**src/rtl/hpwm_pkg.sv**
```systemverilog
package hpwm_pkg;

  // Action the period counter hands to the output stage for one cycle.
  typedef enum logic [1:0] {
    ACT_KEEP  = 2'd0,
    ACT_CLEAR = 2'd1,
    ACT_LOAD  = 2'd2
  } hold_act_e;

  // Prescaler counter width needed for the largest code of a CODE_W-bit field.
  function automatic int unsigned pre_width(int unsigned code_w);
    return (1 << code_w) - 2;
  endfunction

endpackage

```
**src/rtl/hpwm_prescaler.sv**
```systemverilog
module hpwm_prescaler #(
  parameter int unsigned CODE_W = 4,
  parameter int unsigned PRE_W  = hpwm_pkg::pre_width(CODE_W)
) (
  input  logic              clk,
  input  logic              rst_n,
  input  logic              start_i,
  input  logic              stop_i,
  input  logic [CODE_W-1:0] code_i,
  output logic              tick_o
);

  logic              run_q;
  logic [CODE_W-1:0] code_q;
  logic [PRE_W-1:0]  pre_q;
  logic [PRE_W-1:0]  limit;
  logic [CODE_W-1:0] shamt;

  // Terminal count is 2^(code-1)-1: a mask of (code-1) low ones.
  always_comb begin
    shamt = code_q - CODE_W'(1);
    limit = ~({PRE_W{1'b1}} << shamt);
  end

  assign tick_o = run_q && (code_q != '0) && (pre_q == limit);

  always_ff @(posedge clk or negedge rst_n) begin
    if (!rst_n) begin
      run_q  <= 1'b0;
      code_q <= '0;
      pre_q  <= '0;
    end else if (stop_i) begin
      run_q  <= 1'b0;
      code_q <= '0;
      pre_q  <= '0;
    end else if (start_i) begin
      run_q  <= 1'b1;
      code_q <= code_i;
      pre_q  <= '0;
    end else if (tick_o) begin
      pre_q  <= '0;
    end else if (run_q && (code_q != '0)) begin
      pre_q  <= pre_q + PRE_W'(1);
    end
  end

endmodule

```
**src/rtl/hpwm_counter.sv**
```systemverilog
module hpwm_counter
  import hpwm_pkg::*;
#(
  parameter int unsigned CNT_W = 8
) (
  input  logic             clk,
  input  logic             rst_n,
  input  logic             start_i,
  input  logic             tick_i,
  input  logic [CNT_W-1:0] top_i,
  input  logic [CNT_W-1:0] duty_i,
  output hold_act_e        act_o,
  output logic             level_o,
  output logic [CNT_W-1:0] cnt_o,
  output logic [CNT_W-1:0] top_q_o,
  output logic [CNT_W-1:0] duty_q_o
);

  logic [CNT_W-1:0] cnt_q, top_q, duty_q;
  logic [CNT_W-1:0] cnt_inc;
  logic             wrap;
  logic             match;

  assign cnt_inc = cnt_q + CNT_W'(1);
  assign wrap    = (cnt_q >= top_q);
  // A compare value at or above top never ends the pulse (full-period high).
  assign match   = (cnt_inc == duty_q) && (duty_q < top_q);

  always_comb begin
    act_o   = ACT_KEEP;
    level_o = (duty_i != '0);
    if (tick_i) begin
      if (wrap)       act_o = ACT_LOAD;
      else if (match) act_o = ACT_CLEAR;
    end
  end

  always_ff @(posedge clk or negedge rst_n) begin
    if (!rst_n) begin
      cnt_q  <= '0;
      top_q  <= '0;
      duty_q <= '0;
    end else if (start_i) begin
      // Preset to top: the first tick is a wrap that latches fresh values.
      cnt_q  <= top_i;
      top_q  <= top_i;
    end else if (tick_i) begin
      if (wrap) begin
        cnt_q  <= '0;
        top_q  <= top_i;
        duty_q <= duty_i;
      end else begin
        cnt_q  <= cnt_inc;
      end
    end
  end

  assign cnt_o    = cnt_q;
  assign top_q_o  = top_q;
  assign duty_q_o = duty_q;

endmodule

```
**src/rtl/hpwm_out_stage.sv**
```systemverilog
module hpwm_out_stage
  import hpwm_pkg::*;
(
  input  logic      clk,
  input  logic      rst_n,
  input  logic      start_i,
  input  logic      stop_i,
  input  hold_act_e act_i,
  input  logic      level_i,
  output logic      hold_o
);

  logic hold_q;

  always_ff @(posedge clk or negedge rst_n) begin
    if (!rst_n) begin
      hold_q <= 1'b0;
    end else if (stop_i || start_i) begin
      hold_q <= 1'b0;
    end else begin
      unique case (act_i)
        ACT_LOAD:  hold_q <= level_i;
        ACT_CLEAR: hold_q <= 1'b0;
        default:   hold_q <= hold_q;
      endcase
    end
  end

  assign hold_o = hold_q;

endmodule

```
**src/rtl/hold_pwm_gen.sv**
```systemverilog
module hold_pwm_gen
  import hpwm_pkg::*;
#(
  parameter int unsigned CNT_W  = 8,
  parameter int unsigned CODE_W = 4
) (
  input  logic              clk,
  input  logic              rst_n,
  input  logic              start_i,
  input  logic              stop_i,
  input  logic [CNT_W-1:0]  duty_i,
  input  logic [CNT_W-1:0]  top_i,
  input  logic [CODE_W-1:0] div_code_i,
  output logic              hold_o
);

  logic             tick_w;
  hold_act_e        act_w;
  logic             level_w;
  logic [CNT_W-1:0] cnt_w, top_q_w, duty_q_w;

  hpwm_prescaler #(.CODE_W(CODE_W)) u_pre (
    .clk     (clk),
    .rst_n   (rst_n),
    .start_i (start_i),
    .stop_i  (stop_i),
    .code_i  (div_code_i),
    .tick_o  (tick_w)
  );

  hpwm_counter #(.CNT_W(CNT_W)) u_cnt (
    .clk      (clk),
    .rst_n    (rst_n),
    .start_i  (start_i),
    .tick_i   (tick_w),
    .top_i    (top_i),
    .duty_i   (duty_i),
    .act_o    (act_w),
    .level_o  (level_w),
    .cnt_o    (cnt_w),
    .top_q_o  (top_q_w),
    .duty_q_o (duty_q_w)
  );

  hpwm_out_stage u_out (
    .clk     (clk),
    .rst_n   (rst_n),
    .start_i (start_i),
    .stop_i  (stop_i),
    .act_i   (act_w),
    .level_i (level_w),
    .hold_o  (hold_o)
  );

endmodule

```
**config.mk**
```make
export PLATFORM = sky130hd
export DESIGN_NAME = hold_pwm_gen
export DESIGN_NICKNAME = d
export VERILOG_FILES = /design/src/rtl/hpwm_pkg.sv /design/src/rtl/hpwm_prescaler.sv /design/src/rtl/hpwm_counter.sv /design/src/rtl/hpwm_out_stage.sv /design/src/rtl/hold_pwm_gen.sv
export SDC_FILE = /design/constraint.sdc
export NUM_CORES = 1
export LEC_CHECK = 0
export ABC_AREA = 1
export BUFFER_PORTS_ARGS = -buffer_cell sky130_fd_sc_hd__buf_2
export CORE_MARGIN = 10
export CORE_UTILIZATION = 35
export CTS_CLUSTER_DIAMETER = 80
export DETAILED_ROUTE_END_ITERATION = 7
export GPL_TIMING_DRIVEN = 0
export PLACE_DENSITY = 0.55
export RECOVER_POWER = 25
export SLEW_MARGIN = 15
export SYNTH_ARGS = -nofsm -noshare
export SYNTH_HDL_FRONTEND = slang
export SYNTH_HIERARCHICAL = 1
export SYNTH_SLANG_ARGS = --single-unit
```
**constraint.sdc**
```tcl
create_clock -name clk -period 4.1 [get_ports clk]
set_input_delay 0.205 -clock clk [delete_from_list [all_inputs] [get_ports clk]]
set_output_delay 0.205 -clock clk [all_outputs]
set_load 0.1 [all_outputs]
```
; After elaboration in Yosys (flattened, before gate mapping)
; Cells that the tools add are included.
[totals]
output_inout_bits = 1
elab_cells = 51
in_bits = 24
regBits = 44
[classes]
eq_ne = 4
n_bitwise = 2
order_cmp = 2
mux = 19
n_addsub = 3
n_shift = 1
n_reduce_logical = 13
[ops]
columns = operator, count
row1 = 14-bit two-way mux, 4
row2 = 8-bit two-way mux, 6
row3 = "14-bit by 1-bit adder with 14-bit output, second input constant", 1
row4 = 14-bit equality test, 1
row5 = 14-bit NOT, 1
row6 = "14-bit by 4-bit left shift with 14-bit output, first input constant", 1
row7 = "8-bit by 1-bit adder with 8-bit output, second input constant", 1
row8 = 8-bit equality test, 1
row9 = 8-bit greater-or-equal comparator, 1
row10 = 8-bit less-than comparator, 1
row11 = 4-bit two-way mux, 2
row12 = 4-bit nonzero test, 2
row13 = 8-bit nonzero test, 1
row14 = 2-bit nonzero test, 3
row15 = 1-bit two-way mux, 4
row16 = 2-bit two-way mux, 2
row17 = "4-bit by 1-bit subtractor with 4-bit output, second input constant", 1
row18 = 1-bit logical AND, 3
row19 = 3-bit AND reduction, 1
row20 = 3-bit nonzero test, 1
row21 = "2-bit by 1-bit equality test with 1-bit output, second input constant", 1
row22 = "2-bit equality test, second input constant", 1
row23 = 1-bit case mux with 2 select lines, 1
row24 = 2-bit AND reduction, 1
row25 = other kinds (2), 2

; Logic depth before layout (Yosys ltp)
; Gate-level depths: netlist of the first run.
[logic_depth]
depth_word = 9
ltp_mapped = 29
ltp_nobuf = 28

; Hierarchy
; Netlist of the first run, hierarchy kept.
[modules_own_cells]
columns = module, area_per_inst_um2, cells_per_inst, n_inst, seq_area_each_um2
row1 = hpwm_counter, 1757.9, 253, 1, 600.6
row2 = hpwm_prescaler, 1493.9, 245, 1, 475.5
row3 = hpwm_out_stage, 73.8, 13, 1, 25.0

; Worst setup path before layout of the first run
; Ideal clock, no wire load.
[synth_timing]
path_kind = register to register
startpoint = register u_pre.code_q[0]
endpoint = register u_out.hold_q (netlist: u_out/hold_o)
path_slack_ps = 1081
arrival_time_ps = 2902
synth_period_minus_slack_ps = 3019
path_buffers = 1
required_time_ps = 3983
path_stages_with_launch = 30
path_cell_list = dfrtp_1 > inv_1 > ha_1 > inv_1 > ha_1 > inv_1 > nand2_1 > inv_1 > nand3_1 > nand2_1 > nand2_1 > nor2_1 > nand2_1 > nor2_2 > nand2_2 > buf_6 > inv_1 > inv_1 > nor2_1 > o21ai_0 > nor2_2 > nand2_1 > nor2_1 > nand3_1 > nor2_1 > inv_1 > nor2_1 > nor2_1 > nand2_1 > nand2_1
[synth_between]
elab_chain_len = 9
word_cells_on_any_way = 13
[synth_lines]
columns = element, line_no
row1 = "start, declared", hpwm_prescaler.sv:14  ; logic [CODE_W-1:0] code_q;
row2 = "start signal, assigned", hpwm_prescaler.sv:38  ; code_q <= code_i;
row3 = 4-bit by 1-bit subtractor with 4-bit output, hpwm_prescaler.sv:21  ; shamt = code_q - CODE_W'(1);
row4 = 14-bit by 4-bit left shift with 14-bit output, hpwm_prescaler.sv:22  ; limit = ~({PRE_W{1'b1}} << shamt);
row5 = 14-bit NOT, hpwm_prescaler.sv:22
row6 = 14-bit equality test, hpwm_prescaler.sv:25  ; assign tick_o = run_q && (code_q != '0) && (pre_q == limit);
row7 = 1-bit logical AND (*), hpwm_prescaler.sv:25
row8 = named net tick_w, hold_pwm_gen.sv:17  ; logic tick_w;
row9 = 2-bit two-way mux (*), hpwm_counter.sv:32  ; if (tick_i) begin
row10 = named net act_w[0], hold_pwm_gen.sv:18  ; hold_act_e act_w;
row11 = 2-bit by 1-bit equality test with 1-bit output / 2-bit equality test (equally long branches), hpwm_out_stage.sv:21  ; unique case (act_i)
row12 = 1-bit case mux with 2 select lines, hpwm_out_stage.sv:21
row13 = 1-bit two-way mux, hpwm_out_stage.sv:18  ; end else if (stop_i || start_i) begin
row14 = "end signal, assigned", hpwm_out_stage.sv:22  ; ACT_LOAD: hold_q <= level_i;
row15 = "end signal, assigned", hpwm_out_stage.sv:24  ; default: hold_q <= hold_q;
row16 = "end, declared", hpwm_out_stage.sv:13  ; logic hold_q;
; The timed path passes the listed nets; every way through them passes the cells marked *.
; A chain may end at the register's enable or synchronous reset.

; Worst setup path in the final report of the first run
; Ends and elaborated chain as after synthesis.

==> key figures, run 1 <==
CTS
  • Post-CTS sizing: 0
  • H-tree depth: 2
  • Clock Tree Root: clkbuf_8
  • Clk Latency, worst-skew pair: 0.30 ns
  • Cts bufs inserted: 5
  • Deepest clock path buffer count: 2
  • TritonCTS clock tree: done
  • Postcts setup bufs: 0
  • Clock slew at reported path FFs: 0.09 ns
  • # hold bufs at CTS: 0
  • Clock sink count: 44

Final layout
  • N_diodes: 0
  • Area delta synth->final: 11.7%
  • Fraction of layout cells with a size suffix above 1: 10.5%
  • Final cell count without fillers: 672
  • Post-route cell area: 3710 µm²
  • Nets@finish: 587

Timing
  • Crit path time final: 3.60 ns
  • Fmax: 0.278 GHz
  • Fin. max-slew vios: 45
  • Final setup TNS: 0 ns
  • Final Skew: 0.0129 ns
  • Tcrit/Tclk final: 87.7%
  • PnR worst setup slack: 0.504 ns
  • Relative slew margins: -64.2%
  • Slew at the pin closest to its max-slew limit: 2.46 ns
  • RSZ-0062 raised after global routing: no
  • Final Hold Viols: 0
  • Final setup violation count: 0

Synthesis
  • Post-synthesis sequential area ratio: 33.1%
  • Mux share of post-synthesis cell area: 0%
  • Flops & latches, synth: 44
  • Post-synth top area share: 33.1%
  • Commonest cells in the netlist: nand2_1, inv_1, nand3_1
  • Synth Net Count: 556
  • Area share of and/or/nand/nor cells after synthesis: 40.9%
  • Largest family of logic cells by synthesized area: simple AND/OR/NAND/NOR gates
  • Synth Area in Adders: 7.90%
  • Area contributors post-synth: dfrtp_1, nand2_1, nand3_1
  • Netlist Area Pre-Place: 3330 µm²
  • Most frequent cell after synthesis: nand2_1
  • Number of distinct library cells after synthesis: 31
  • Area leader, netlist: dfrtp_1
  • Compound-cell area share of the yosys netlist: 7.75%
  • Yosys warnings: 6
  • Top_reg_cell synth: dfrtp_1
  • Synthesized area per cell: 6.51 µm²
  • Ys async rst share: 100%
  • XOR/XNOR Fraction of Synth Area: 0.527%
  • Cell count after synthesis: 511
  • Post-synth EDFFs: 0

Setup path
  • Crit-path slowest cell: dfrtp_1
  • Worst endpoint required time: 4.29 ns
  • CP Class: flop to flop
  • Crit start category: flop
  • Worst EP arrival: 3.78 ns
  • Crit-path max FO: 10
  • CP peak stage delay: 0.39 ns
  • Reg2Reg Depth: 29
  • Crit end category: flop

Placed design
  • Post-Place Cell Area: 3610 µm²
  • Final HPWL DP: 6840 µm
  • Placed Cells: 664
  • Placer Congestion: 0.821
  • Place WS: 0.531 ns
  • IO Port Bufs: 24

Global route
  • Initial antenna violation count: 0
  • First-pass GRT wire length: 14700 µm
  • Congestion Overflow GR: 0
  • Total track usage: 12.5%
  • Largest net degree at the start of global routing: 45
  • Vias in the first global route: 3065

Hold path
  • WHS Path Cells: 2
  • Min-delay worst type: input pin to flop

Die
  • Die footprint: 13800 µm²
  • Die H: 117 µm
  • Core Box Area: 9240 µm²
  • IO Count: 25
  • Initial core utilization: 36.0%
  • Number of placement rows: 35
  • Die width: 117 µm

Route
  • Residual DRC: 0
  • Drt total wl: 8560 µm
  • DRT Pass-1 Iters: 4
  • Vias: 3191
  • Vias per inst: 4.75
  • DR WL/cell: 12.7 µm
  • Iteration-0 DRC Markers: 203
  • Antenna-violating nets left: 0

Pwr
  • VDD IR max: 0.000143 V
  • Leak pwr: 1.93 nW
  • Power per Cell Area: 307 nW/µm²
  • Power, Total: 1.14 mW

Status
  • Failing checks: capacitance limit, slew limit
  • Outcome: finished, violations left

Run
  • Maxcap violations: 1
## power breakdown
part	switching [mW]	leakage (nW)	internal (mW)
logic	0.208	1.29	0.111
registers	0.0259	0.582	0.464
clock network	0.151	0.0552	0.181
## kinds of logic (layout without fill, tap and decap cells)
group | after synthesis | after routing
and+or+nand+nor | 317 | 317
buffers and inverters | 82 | 114
AOI/OAI and AO/OA | 45 | 45
DFF | 44 | 44
adders and majority gates | 21 | 21
xor gates and xnor gates | 2 | 2
## per-stage QoR
step                util (%)  hold slack [ns]
floorplan                  -          -0.0906
global placement        39.0            0.441
global route            40.2            0.142
finish                  40.2            0.142
detailed placement      39.0            0.456
CTS                     40.2            0.125
## worst max-delay path, delay by kind of cell (launching register included)
| family | cells | cell delay (ns) |
|---|---|---|
| simple gates | 18 | 1.47 |
| buf+inv | 8 | 1.01 |
| fa+ha+maj | 2 | 0.53 |
| flops | 1 | 0.39 |
| compound gates | 1 | 0.10 |
## state kept, by name, indices dropped and copies added, names as in the netlist
name,cells
u_pre/pre_q,14
u_cnt/cnt_o,8
u_cnt/duty_q_o,8
u_pre/run_q,1
u_out/hold_o,1
u_cnt/top_q_o,8
u_pre/code_q,4
## worst paths after layout
check,slack [ns],from,to
setup / recovery,0.50,u_pre/code_q[0],u_out/hold_o
hold / removal,0.14,stop_i,u_pre/run_q
setup reg to reg,0.50,u_pre/code_q[0],u_out/hold_o
hold reg to reg,0.48,u_cnt/top_q_o[5],u_cnt/top_q_o[5]
max in group asynchronous,2.04,rst_n,u_cnt/duty_q_o[2]
min in group asynchronous,0.65,rst_n,u_pre/code_q[1]
## final cells by class
type                    count  area (µm²)
plain buffers               7        46.3
clock buffers               6        72.6
clock inverters             2        35.0
fillers                   987        5530
inverters                  75         282
multi-input cells         385        1900
flip-flops and latches     44        1100
well taps                 129         161
repair buffers             24         119
## layout by cell type, fill, tap and decap left out, types with 2 or more instances in the layout
cell type	Yosys	final
a21oi_1	11	11
a22oi_1	2	2
a31oi_1	2	2
buf_2	1	24
buf_6	2	2
clkbuf_1	3	5
clkbuf_8	0	5
dfrtp_1	44	44
ha_1	21	21
inv_1	72	72
inv_2	2	2
nand2_1	186	186
nand2_2	8	8
nand3_1	61	61
nand3_2	2	2
nand4_1	6	6
nor2_1	39	39
nor2_2	8	8
nor4_1	2	2
o21ai_0	15	15
o21ai_1	3	3
o21bai_1	8	8
o22ai_1	4	4
## layer usage
metal  vias to the layer above  part of all wire [%]  GRT usage (%)  routed length [µm]
li1                       1682                     -              -                   -
met1                      1450                    50           16.2                4250
met2                        51                    46           21.0                3970
met3                         8                   2.8           2.01                 237
met4                         0                   1.2           3.25                 102
met5                         -                     0              0                   0
(Power assumes the default switching activity.)
==> run 2: changes to the inputs <==
--- a/config.mk
+++ b/config.mk
@@ -8,14 +8,13 @@
 export ABC_AREA = 1
 export BUFFER_PORTS_ARGS = -buffer_cell sky130_fd_sc_hd__buf_2
 export CORE_MARGIN = 10
-export CORE_UTILIZATION = 35
+export CORE_UTILIZATION = 55
 export CTS_CLUSTER_DIAMETER = 80
 export DETAILED_ROUTE_END_ITERATION = 7
 export GPL_TIMING_DRIVEN = 0
-export PLACE_DENSITY = 0.55
+export PLACE_DENSITY = 0.78
 export RECOVER_POWER = 25
 export SLEW_MARGIN = 15
 export SYNTH_ARGS = -nofsm -noshare
 export SYNTH_HDL_FRONTEND = slang
-export SYNTH_HIERARCHICAL = 1
 export SYNTH_SLANG_ARGS = --single-unit
==> run 2 against run 1 <==
Against the previous run:
- the flow still finishes with violations (capacitance limit, slew limit)
- sequential power rose by 6.5%
- core utilization rose by 22 points
- highest routed layer unchanged
- design area fell by 6.1%
- first-iteration DRC count rose by 10%
- global-route usage rose by 4.9 points
- synthesized area fell by 4.1%
- non-clock buffer count fell by 1
- worst hold slack got worse by 0.064 ns
- setup slack improved by 0.78 ns
- critical endpoint is now u_pre.pre_q[12]
- count of clock-buffer cells in the layout rose by 2
- register-to-register slack improved by 0.78 ns
- power rose by 6.0%
==> key figures, run 2 <==
Global route
  • Congestion Overflow GR: 0 (unchanged)
  • Met3 Usage GRT: 3.35% (+1.3 points)
  • Total track usage: 17.4% (+4.9 points)
  • Largest net degree at the start of global routing: 45 (unchanged)
  • Gr busiest metal: met2
  • GRT met2 Usage: 25.7% (+4.7 points)
  • First-pass GRT wire length: 13000 µm (-12%)
  • Initial antenna violation count: 0 (unchanged)
  • Vias in the first global route: 2752 (-10%)
  • Met1 Track Usage GR: 25.2% (+9.0 points)

CTS
  • Post-CTS sizing: 0 (unchanged)
  • Cts bufs inserted: 5 (unchanged)
  • Deepest clock path buffer count: 2 (unchanged)
  • # hold bufs at CTS: 0 (unchanged)
  • Clock Tree Root: clkbuf_8
  • Postcts setup bufs: 0 (unchanged)
  • Clk Latency, worst-skew pair: 0.30 ns (about the same)
  • TritonCTS clock tree: done
  • Clock slew at reported path FFs: 0.08 ns (about the same)
  • H-tree depth: 2 (unchanged)
  • Clock sink count: 44 (unchanged)

Synthesis
  • Area share of and/or/nand/nor cells after synthesis: 37.6% (-3.3 points)
  • Post-synth top area share: 34.5% (+1.4 points)
  • Post-synth EDFFs: 0 (unchanged)
  • XOR/XNOR Fraction of Synth Area: 4.67% (+4.1 points)
  • Synth Area in Adders: 8.24% (+0.34 points)
  • Mux share of post-synthesis cell area: 0% (unchanged)
  • Top_reg_cell synth: dfrtp_1
  • Area leader, netlist: dfrtp_1
  • Ys async rst share: 100% (unchanged)
  • Flops & latches, synth: 44 (unchanged)
  • Synthesized area per cell: 7.30 µm² (+12%)
  • Area contributors post-synth: dfrtp_1, nand2_1, nand3_1
  • Cell count after synthesis: 437 (-14%)
  • Largest family of logic cells by synthesized area: simple AND/OR/NAND/NOR gates
  • Most frequent cell after synthesis: nand2_1
  • Post-synthesis sequential area ratio: 34.5% (+1.4 points)
  • Number of distinct library cells after synthesis: 34 (+9.7%)
  • Compound-cell area share of the yosys netlist: 7.18% (-0.57 points)
  • Commonest cells in the netlist: nand2_1, nand3_1, inv_1
  • Yosys warnings: 0 (-6)
  • Synth Net Count: 482 (-13%)
  • Netlist Area Pre-Place: 3190 µm² (-4.1%)

Route
  • Antenna-violating nets left: 0 (unchanged)
  • Residual DRC: 0 (unchanged)
  • Vias per inst: 5.58 (+18%)
  • Vias: 3020 (-5.4%)
  • DRT Pass-1 Iters: 5 (+1)
  • Iteration-0 DRC Markers: 224 (+10%)
  • Drt total wl: 7530 µm (-12%)
  • DR WL/cell: 13.9 µm (+9.3%)

Die
  • Number of placement rows: 27 (-23%)
  • Die H: 96.1 µm (-18%)
  • IO Count: 25 (unchanged)
  • Initial core utilization: 57.2% (+21 points)
  • Die footprint: 9240 µm² (-33%)
  • Core Box Area: 5570 µm² (-40%)
  • Die width: 96.1 µm (-18%)

Placed design
  • IO Port Bufs: 24 (unchanged)
  • Final HPWL DP: 5850 µm (-14%)
  • Placer Congestion: 0.878 (+7.0%)
  • Placed Cells: 533 (-20%)

Timing
  • Fmax: 0.355 GHz (+28%)
  • Final setup violation count: 0 (unchanged)
  • Fin. max-slew vios: 45 (unchanged)
  • Crit path time final: 2.82 ns (-0.781 ns)
  • Tcrit/Tclk final: 68.7% (-19 points)
  • Final setup TNS: 0 ns (unchanged)
  • RSZ-0062 raised after global routing: no
  • Final Hold Viols: 0 (unchanged)
  • Relative slew margins: -58.7% (+5.5 points)
  • Slew at the pin closest to its max-slew limit: 2.38 ns (-0.0827 ns)
  • Final Skew: 0.00968 ns (-0.00327 ns)

Final layout
  • Fill count: 505 (-49%)
  • Largest register FFs: 14 (unchanged)
  • Top reg by flops: u_pre.pre_q
  • N_diodes: 0 (unchanged)
  • Fraction of layout cells with a size suffix above 1: 12.2% (+1.7 points)
  • Area delta synth->final: 9.34%
  • Final cell count without fillers: 541 (-19%)
  • Most common cell after layout, fill and taps aside: nand2_1
  • Nets@finish: 513 (-13%)
  • Commonest non-fill, non-tap cells in the layout: nand2_1, nand3_1, inv_1

Setup path
  • Worst endpoint required time: 4.27 ns (-0.02 ns)
  • Crit-path max FO: 10 (unchanged)
  • CP Class: flop to flop
  • Crit start category: flop
  • Crit end category: flop
  • Worst EP arrival: 2.98 ns (-0.80 ns)

Run
  • Maxcap violations: 1 (unchanged)

Pwr
  • VDD IR max: 0.000270 V (+89%)
  • Power per Cell Area: 347 nW/µm² (+13%)
  • Leak pwr: 1.76 nW (-8.6%)

Hold path
  • Min-delay worst type: input pin to flop

Status
  • Failing checks: capacitance limit, slew limit
  • Outcome: finished, violations left
==> run 2: cell count changes after synthesis, sizes merged, moves of 3 or more <==
cell / before / now
o21bai: 8 / 1
o31ai: 0 / 3
nand2: 194 / 128
inv: 74 / 57
nand4: 6 / 12
xor2: 1 / 11
nand3: 63 / 68
o22ai: 4 / 16
xnor2: 1 / 6
nor2: 48 / 37
o21ai: 18 / 5
==> run 2: stage by stage <==
| step | utilization (%) | worst slack [ns] | power, mW | hold WS [ns] | instance area, µm² |
|---|---|---|---|---|---|
| 2_1_floorplan | - | 1.75 | 0.815 | -0.0906 | 3190 |
| 3_3_place_gp | 61.0 | 1.38 | 0.913 | 0.386 | 3400 |
| 3_5_place_dp | 61.0 | 1.35 | 0.928 | 0.394 | 3400 |
| 4_1_cts | 62.6 | 1.32 | 1.22 | 0.0705 | 3490 |
| 5_1_grt | 62.5 | 1.00 | 1.30 | 0.0916 | 3490 |
| 6_report | 62.5 | 1.28 | 1.21 | 0.0777 | 3490 |
==> run 2: cells by family (layout without fill, tap and decap cells) <==
| group | after synthesis | in the layout |
|---|---|---|
| adder cells (fa/ha/maj) | 21 | 21 |
| XOR/XNOR | 17 | 17 |
| flip-flops | 44 | 44 |
| AND/OR/NAND/NOR | 254 | 254 |
| AO/OA/AOI/OAI | 38 | 38 |
| buffers and inverters | 63 | 95 |
==> run 2: cell type report <==
type                       count  area (µm²)  share of cell area (%)
tap                           72        90.1                    2.58
buffer                         6        33.8                   0.969
clock buffer                   8        90.1                    2.58
multi-input combinational    330        1840                    52.8
timing repair buffer          24         118                    3.37
inverter                      57         214                    6.14
sequential                    44        1100                    31.6
==> run 2: final timing paths <==
check	cells past startpoint	from	slack [ns]	endpoint
max	16	u_pre.code_q[0]	1.28	u_pre.pre_q[12]
min	2	stop_i	0.08	u_pre.run_q
max reg2reg	16	u_pre.code_q[0]	1.28	u_pre.pre_q[12]
min reg2reg	2	u_cnt.top_q_o[7]	0.48	u_cnt.top_q_o[7]
max in group asynchronous	1	rst_n	2.13	u_out.hold_o
min in group asynchronous	1	rst_n	0.62	u_pre.pre_q[8]
==> run 2: critical path: stages, from the launching register on <==
cell and delay (ns):
dfrtp_1 0.40, inv_2 0.14, ha_1 0.22, inv_1 0.05, ha_1 0.38, inv_1 0.15
nor2_1 0.19, inv_1 0.09, nand3_1 0.08, nand2_1 0.06, nor2_1 0.14, nand2_1 0.11
nor2_4 0.13, nand2_4 0.12, nand3_2 0.15, buf_4 0.19, o22ai_1 0.08
==> run 2: routing by layer <==
metal | routed length (µm) | vias to the layer above | part of all wire, %
met1 | 3670 | 1409 | 49
met5 | 0 | - | 0
met4 | 94 | 0 | 1.2
met3 | 416 | 10 | 5.5
li1 | - | 1504 | -
met2 | 3350 | 97 | 44
==> run 2: power breakdown <==
| group | total [mW] | switching (mW) | internal, mW |
|---|---|---|---|
| logic | 0.403 | 0.264 | 0.139 |
| registers | 0.522 | 0.0426 | 0.479 |
| clock network | 0.286 | 0.148 | 0.138 |
| total | 1.21 | 0.455 | 0.756 |
